## config.mk

```make
export PLATFORM = sky130hd
export DESIGN_NAME = twb_regfile
export DESIGN_NICKNAME = d
export VERILOG_FILES = /design/src/rtl/twb_pkg.sv /design/src/rtl/twb_flag_bank.sv /design/src/rtl/twb_data_reg.sv /design/src/rtl/twb_ctrl_regs.sv /design/src/rtl/twb_regfile.sv
export SDC_FILE = /design/constraint.sdc
export NUM_CORES = 1
export LEC_CHECK = 0
export ABC_AREA = 1
export CAP_MARGIN = 20
export CORE_UTILIZATION = 48
export CTS_CLUSTER_DIAMETER = 80
export DETAILED_ROUTE_END_ITERATION = 10
export PLACE_DENSITY = 0.85
export SYNTH_ARGS = -nofsm -noshare
export SYNTH_HDL_FRONTEND = slang
export SYNTH_HIERARCHICAL = 1
export SYNTH_SLANG_ARGS = --single-unit
export TNS_END_PERCENT = 30
```

## constraint.sdc

```tcl
create_clock -name clk -period 2.6 [get_ports clk]
set_input_delay 0.65 -clock clk [delete_from_list [all_inputs] [get_ports clk]]
set_output_delay 0.65 -clock clk [all_outputs]
set_load 0.03 [all_outputs]
```

## src/rtl/twb_pkg.sv

```systemverilog
package twb_pkg;
   // register offsets
   localparam int unsigned OFS_DATA = 0;
   localparam int unsigned OFS_STAT = 1;
   localparam int unsigned OFS_CST  = 2;
   localparam int unsigned OFS_CTL1 = 3;
   localparam int unsigned OFS_OWN  = 4;
   localparam int unsigned OFS_CTL2 = 5;

   // status bit positions
   localparam int unsigned ST_RDY   = 6;
   localparam int unsigned ST_BER   = 5;
   localparam int unsigned ST_NACK  = 4;
   localparam int unsigned ST_STALL = 3;
   localparam int unsigned ST_MAST  = 1;

   // control-status
   localparam int unsigned CS_BUSY  = 1;

   // control 1
   localparam int unsigned C1_STALLE = 7;
   localparam int unsigned C1_INTE   = 6;
   localparam int unsigned C1_ACK    = 4;
   localparam int unsigned C1_STOP   = 1;
   localparam int unsigned C1_START  = 0;
   localparam logic [7:0]  C1_MASK   = 8'((1 << C1_STALLE) | (1 << C1_INTE) |
                                          (1 << C1_ACK) | (1 << C1_STOP) |
                                          (1 << C1_START));

   // control 2
   localparam int unsigned C2_EN = 0;

   // sticky flag slots in the flag bank
   localparam int unsigned FL_BER   = 0;
   localparam int unsigned FL_NACK  = 1;
   localparam int unsigned FL_STALL = 2;
   localparam int unsigned FL_BUSY  = 3;
   localparam int unsigned FL_N     = 4;
endpackage

```

## src/rtl/twb_flag_bank.sv

```systemverilog
module twb_flag_bank #(
   parameter int unsigned NFLAG = 4
) (
   input  logic             clk,
   input  logic             rst_n,
   input  logic [NFLAG-1:0] set_i,
   input  logic [NFLAG-1:0] clr_i,
   output logic [NFLAG-1:0] flag_q
);
   generate
      for (genvar g = 0; g < NFLAG; g++) begin : g_flag
         always_ff @(posedge clk) begin
            if (!rst_n)
               flag_q[g] <= 1'b0;
            else if (set_i[g])
               flag_q[g] <= 1'b1;
            else if (clr_i[g])
               flag_q[g] <= 1'b0;
         end
      end
   endgenerate
endmodule

```

## src/rtl/twb_data_reg.sv

```systemverilog
module twb_data_reg #(
   parameter int unsigned DATA_W        = 8,
   parameter bit          RDY_CLR_ON_WR = 1'b1
) (
   input  logic              clk,
   input  logic              rst_n,
   input  logic              host_wr,
   input  logic              host_rd,
   input  logic [DATA_W-1:0] host_wdata,
   input  logic              rx_valid,
   input  logic [DATA_W-1:0] rx_byte,
   input  logic              tx_ready,
   output logic [DATA_W-1:0] data_q,
   output logic              ready_q
);
   logic touch;

   generate
      if (RDY_CLR_ON_WR) begin : g_clr_rw
         assign touch = host_rd | host_wr;
      end else begin : g_clr_rd
         assign touch = host_rd;
      end
   endgenerate

   always_ff @(posedge clk) begin
      if (!rst_n) begin
         data_q  <= '0;
         ready_q <= 1'b0;
      end else begin
         if (rx_valid)
            data_q <= rx_byte;
         else if (host_wr)
            data_q <= host_wdata;

         if (rx_valid || tx_ready)
            ready_q <= 1'b1;
         else if (touch)
            ready_q <= 1'b0;
      end
   end
endmodule

```

## src/rtl/twb_ctrl_regs.sv

```systemverilog
module twb_ctrl_regs
   import twb_pkg::*;
#(
   parameter int unsigned DATA_W = 8
) (
   input  logic              clk,
   input  logic              rst_n,
   input  logic              wr_ctl1,
   input  logic              wr_own,
   input  logic              wr_ctl2,
   input  logic [DATA_W-1:0] wdata,
   input  logic              start_done,
   input  logic              stop_done,
   output logic [DATA_W-1:0] ctl1_vis,
   output logic [DATA_W-1:0] own_q,
   output logic [DATA_W-1:0] ctl2_q
);
   localparam logic [DATA_W-1:0] MASK = DATA_W'(C1_MASK);

   logic [DATA_W-1:0] ctl1_q;
   logic              en;

   assign en = ctl2_q[C2_EN];

   always_ff @(posedge clk) begin
      if (!rst_n) begin
         ctl2_q <= '0;
         own_q  <= '0;
      end else begin
         if (wr_ctl2) ctl2_q <= wdata;
         if (wr_own)  own_q  <= wdata;
      end
   end

   always_ff @(posedge clk) begin
      if (!rst_n || !en) begin
         ctl1_q <= '0;
      end else if (wr_ctl1) begin
         ctl1_q <= wdata & MASK;
      end else begin
         if (start_done) ctl1_q[C1_START] <= 1'b0;
         if (stop_done)  ctl1_q[C1_STOP]  <= 1'b0;
      end
   end

   assign ctl1_vis = en ? ctl1_q : '0;
endmodule

```

## src/rtl/twb_regfile.sv

```systemverilog
module twb_regfile
   import twb_pkg::*;
#(
   parameter int unsigned ADDR_W        = 3,
   parameter int unsigned DATA_W        = 8,
   parameter bit          RDY_CLR_ON_WR = 1'b1
) (
   input  logic              clk,
   input  logic              rst_n,
   input  logic              hst_wr,
   input  logic              hst_rd,
   input  logic [ADDR_W-1:0] hst_addr,
   input  logic [DATA_W-1:0] hst_wdata,
   output logic [DATA_W-1:0] hst_rdata,
   input  logic              eng_rx_valid,
   input  logic [DATA_W-1:0] eng_rx_byte,
   input  logic              eng_tx_ready,
   input  logic              eng_set_ber,
   input  logic              eng_set_nack,
   input  logic              eng_set_stall,
   input  logic              eng_master,
   input  logic              eng_busy_set,
   input  logic              eng_start_done,
   input  logic              eng_stop_done,
   output logic              eng_enable,
   output logic [DATA_W-2:0] eng_scl_div,
   output logic [DATA_W-1:0] eng_tx_byte,
   output logic              eng_data_ready,
   output logic [DATA_W-1:0] eng_own_addr,
   output logic              eng_slave_en,
   output logic              eng_stall_en,
   output logic              eng_int_en,
   output logic              eng_ack_ctl,
   output logic              eng_start_req,
   output logic              eng_stop_req
);
   generate
      if (ADDR_W < 3) begin : g_bad_addr
         $error("twb_regfile: ADDR_W must be at least 3");
      end
      if (DATA_W != 8) begin : g_bad_data
         $error("twb_regfile: field layout needs DATA_W of 8");
      end
   endgenerate

   localparam int unsigned NREG = 6;

   logic [NREG-1:0]   wsel, rsel;
   logic [FL_N-1:0]   fl_set, fl_clr, fl_q;
   logic [DATA_W-1:0] data_q, ctl1_vis, own_q, ctl2_q;
   logic [DATA_W-1:0] sts_vec, cst_vec;
   logic              rdy_q;

   generate
      for (genvar k = 0; k < NREG; k++) begin : g_dec
         assign wsel[k] = hst_wr && (hst_addr == ADDR_W'(k));
         assign rsel[k] = hst_rd && (hst_addr == ADDR_W'(k));
      end
   endgenerate

   twb_data_reg #(.DATA_W(DATA_W), .RDY_CLR_ON_WR(RDY_CLR_ON_WR)) i_data (
      .clk        (clk),
      .rst_n      (rst_n),
      .host_wr    (wsel[OFS_DATA]),
      .host_rd    (rsel[OFS_DATA]),
      .host_wdata (hst_wdata),
      .rx_valid   (eng_rx_valid),
      .rx_byte    (eng_rx_byte),
      .tx_ready   (eng_tx_ready),
      .data_q     (data_q),
      .ready_q    (rdy_q)
   );

   always_comb begin
      fl_set           = '0;
      fl_set[FL_BER]   = eng_set_ber;
      fl_set[FL_NACK]  = eng_set_nack;
      fl_set[FL_STALL] = eng_set_stall;
      fl_set[FL_BUSY]  = eng_busy_set;
      fl_clr           = '0;
      fl_clr[FL_BER]   = wsel[OFS_STAT] & hst_wdata[ST_BER];
      fl_clr[FL_NACK]  = wsel[OFS_STAT] & hst_wdata[ST_NACK];
      fl_clr[FL_STALL] = wsel[OFS_STAT] & hst_wdata[ST_STALL];
      fl_clr[FL_BUSY]  = wsel[OFS_CST]  & hst_wdata[CS_BUSY];
   end

   twb_flag_bank #(.NFLAG(FL_N)) i_flags (
      .clk    (clk),
      .rst_n  (rst_n),
      .set_i  (fl_set),
      .clr_i  (fl_clr),
      .flag_q (fl_q)
   );

   twb_ctrl_regs #(.DATA_W(DATA_W)) i_ctrl (
      .clk        (clk),
      .rst_n      (rst_n),
      .wr_ctl1    (wsel[OFS_CTL1]),
      .wr_own     (wsel[OFS_OWN]),
      .wr_ctl2    (wsel[OFS_CTL2]),
      .wdata      (hst_wdata),
      .start_done (eng_start_done),
      .stop_done  (eng_stop_done),
      .ctl1_vis   (ctl1_vis),
      .own_q      (own_q),
      .ctl2_q     (ctl2_q)
   );

   always_comb begin
      sts_vec           = '0;
      sts_vec[ST_RDY]   = rdy_q;
      sts_vec[ST_BER]   = fl_q[FL_BER];
      sts_vec[ST_NACK]  = fl_q[FL_NACK];
      sts_vec[ST_STALL] = fl_q[FL_STALL];
      sts_vec[ST_MAST]  = eng_master;
      cst_vec           = '0;
      cst_vec[CS_BUSY]  = fl_q[FL_BUSY];
   end

   always_comb begin
      case (hst_addr)
         ADDR_W'(OFS_DATA): hst_rdata = data_q;
         ADDR_W'(OFS_STAT): hst_rdata = sts_vec;
         ADDR_W'(OFS_CST):  hst_rdata = cst_vec;
         ADDR_W'(OFS_CTL1): hst_rdata = ctl1_vis;
         ADDR_W'(OFS_OWN):  hst_rdata = own_q;
         ADDR_W'(OFS_CTL2): hst_rdata = ctl2_q;
         default:           hst_rdata = '0;
      endcase
   end

   assign eng_enable     = ctl2_q[C2_EN];
   assign eng_scl_div    = ctl2_q[DATA_W-1:1];
   assign eng_tx_byte    = data_q;
   assign eng_data_ready = rdy_q;
   assign eng_own_addr   = own_q;
   assign eng_slave_en   = |own_q;
   assign eng_stall_en   = ctl1_vis[C1_STALLE];
   assign eng_int_en     = ctl1_vis[C1_INTE];
   assign eng_ack_ctl    = ctl1_vis[C1_ACK];
   assign eng_start_req  = ctl1_vis[C1_START];
   assign eng_stop_req   = ctl1_vis[C1_STOP];
endmodule

```

==> impl_metrics.json <==
{
  "synth-seq-cells": 34,
  "worst_pin_slew_ps": 666.2,
  "viasPerCell": 5.025,
  "drt_iter0_markers": 131,
  "hold_viol_final": 0,
  "hpwl_mm": 4.282,
  "critPathArrivalTime_ps": 1860,
  "place_area_sq_um": 2761,
  "r2r_cells": 4,
  "grt_pass1_wl_mm": 9.342,
  "crit_type": "input port to output pin",
  "fin_crit_ps": 2511,
  "synth.top_cell.area_share_pct": 34.11,
  "wl_per_cell_um": 13.43,
  "ctsHoldBuffers": 0,
  "yosys.area.top_type": "dfxtp_1",
  "ys_types": 23,
  "rows": 23,
  "clk_latency_ps": 280,
  "worstPathMaxFanout": 13,
  "core_sq_um": 4000,
  "cts.sinks": 34,
  "io_pins": 71,
  "holdPathStages": 2,
  "synth.area.top_cells": "dfxtp_1 34%, nor2_1 13%, nand2_1 11%",
  "critPathCaptureType": "output pin",
  "die_x_um": 66.48,
  "wirelength_mm": 5.907,
  "fin_crit_sh_pct": 96.56,
  "gp_congestion": 0.9517,
  "seqCellArea_sq_um": 680.7,
  "die_y_um": 66.48,
  "overflow": 0,
  "dp.cells": 430,
  "clockBufferDepth": 2,
  "yosysSeqAreaShare_pct": 34.11,
  "area.growth.synth_to_final_pct": 45.33,
  "cts.clk_slew.worst_paths_ps": 60,
  "max_freq_ghz": 0.3983,
  "nets": 421,
  "ant_nets": 0,
  "outcome": "complete, no violations",
  "antennaDiodeCount": 0,
  "final_core_util_pct": 72.51,
  "layout.cells.non_filler": 440,
  "initial_core_util_pct": 49.89,
  "die_area_sq_um": 4420,
  "rrSetupSlack_ps": 1610,
  "slew_viol_final": 0,
  "grt_max_degree": 21,
  "layout-drive-gt1-share_pct": 13.33,
  "yosys_warnings": 6,
  "cts_htree_levels": 2,
  "track_usage_pct": 28.28,
  "fillCellCount": 330,
  "dr_total_vias": 2211,
  "grt_pass1_vias": 2028,
  "maxCapViolCount": 0,
  "antenna_found_initial": 0,
  "syn_inst": 309,
  "powerDensity_nw_per_um2": 433.2,
  "clock-root-buffer": "clkbuf_8",
  "final_common_cell": "nor2_1",
  "rsz0062_at_grt": "no",
  "slew_headroom_pct": 55.45,
  "place.port_buffers": 70,
  "cts_buffers": 5,
  "hp-class": "register to register",
  "worstPathRequired_ps": 1950,
  "setup_violations": 0,
  "layout_common_cells": "69 x nor2_1, 60 x clkdlybuf4s50_1, 58 x nand2_1",
  "firstDrtPassIters": 4,
  "finClkSkew_ps": 2.098,
  "fin_area_sq_um": 2900,
  "syn_area_sq_um": 1996,
  "startpoint_type": "input port",
  "multiInputGateArea_sq_um": 1021,
  "drc_errors": 0,
  "leakage_nw": 1.366,
  "avgSynthCellArea_sq_um": 6.458,
  "ir_worst_vdd_mv": 0.3932,
  "tritoncts": "done"
}
## report_power, final
| group | switching [mW] | internal (mW) |
|---|---|---|
| Combinational | 0.165 | 0.131 |
| Clock | 0.185 | 0.213 |
| Sequential | 0.0200 | 0.543 |
## cell usage after synthesis
master and n:
nand3_2 9, dfxtp_1 34, buf_2 3, a21boi_1 1, buf_4 4, nor2_1 70
a21oi_1 9, o21ai_0 12, nand4_1 17, nand3b_1 1, nor2_4 1, inv_2 4
nand3_1 19, conb_1 1, nand2_1 58, o21ai_1 4, inv_1 49, nor3_2 1
inv_6 1, nand2_2 2, nor2_8 1, nor4_2 2, buf_6 6
## per-stage QoR
step | hold slack, ps | setup WS (ps) | power [mW] | setup TNS, ps
6_report | 466.9 | 89.36 | 1.256 | 0
5_1_grt | 497.8 | 15.68 | 1.319 | 0
4_1_cts | 466.8 | 19.26 | 1.254 | 0
3_5_place_dp | 455.5 | -23.67 | 0.8585 | -23.67
3_3_place_gp | 447.0 | 6.275 | 0.8540 | 0
2_1_floorplan | 438.7 | 581.3 | 0.7243 | 0
## cell families (layout without fill, tap and decap cells)
family / count (synthesis) / in the layout / synth area share (%)
compound gates: 26 / 26 / 6.646
buf+inv: 67 / 145 / 16.05
flops: 34 / 34 / 34.11
other cells: 1 / 3 / 0.1879
simple gates: 181 / 182 / 43.01
## critical path, cell delays in order
cell             delay (ps)
clkdlybuf4s50_1         530
buf_4                   210
nand4_1                 100
nand2_1                 100
nor2_1                   50
nand2_1                  60
buf_4                   150
## metal layers
metal	share of wire [%]	vias to the layer above	GRT usage, %
met5	0	-	0
li1	-	1123	-
met1	43	976	35.68
met3	6.7	16	5.993
met2	48	96	45.79
met4	2.5	0	13.03
## final timing paths
kind	from	to
worst max-delay path	hst_addr[2]	hst_rdata[3]
worst min-delay path	i_ctrl/ctl1_q[4]$_SDFFE_PP0P_	i_ctrl/ctl1_q[4]$_SDFFE_PP0P_
worst max register to register	i_ctrl/ctl2_q[0]$_SDFFE_PN0P_	i_ctrl/ctl1_q[0]$_SDFFE_PP0P_
worst min register to register	i_ctrl/ctl1_q[4]$_SDFFE_PP0P_	i_ctrl/ctl1_q[4]$_SDFFE_PP0P_
## state kept, by name (all words and copies together), names as in the netlist
register and cells:
i_ctrl/ctl1_q 5, i_ctrl/own_q 8, i_data/ready_q 1, i_ctrl/ctl2_q 8, i_flags/flag_q 4, i_data/data_q 8
## cell type report
type / instances / share of cell area (%)
clock buffers: 7 / 2.977
clock inverters: 1 / 0.1726
inverters: 54 / 7.248
multi-input cells: 211 / 35.20
flip-flops and latches: 34 / 23.47
well taps: 50 / 2.157
repair buffers: 83 / 28.77
## timing repair
action,in CTS,in global routing
resized for setup,2,3
setup endpoints to repair,4,6
buffers inserted,0,0
pin swaps,1,1
gates cloned,0,2
Note: power is estimated with default switching activity, not from simulation.
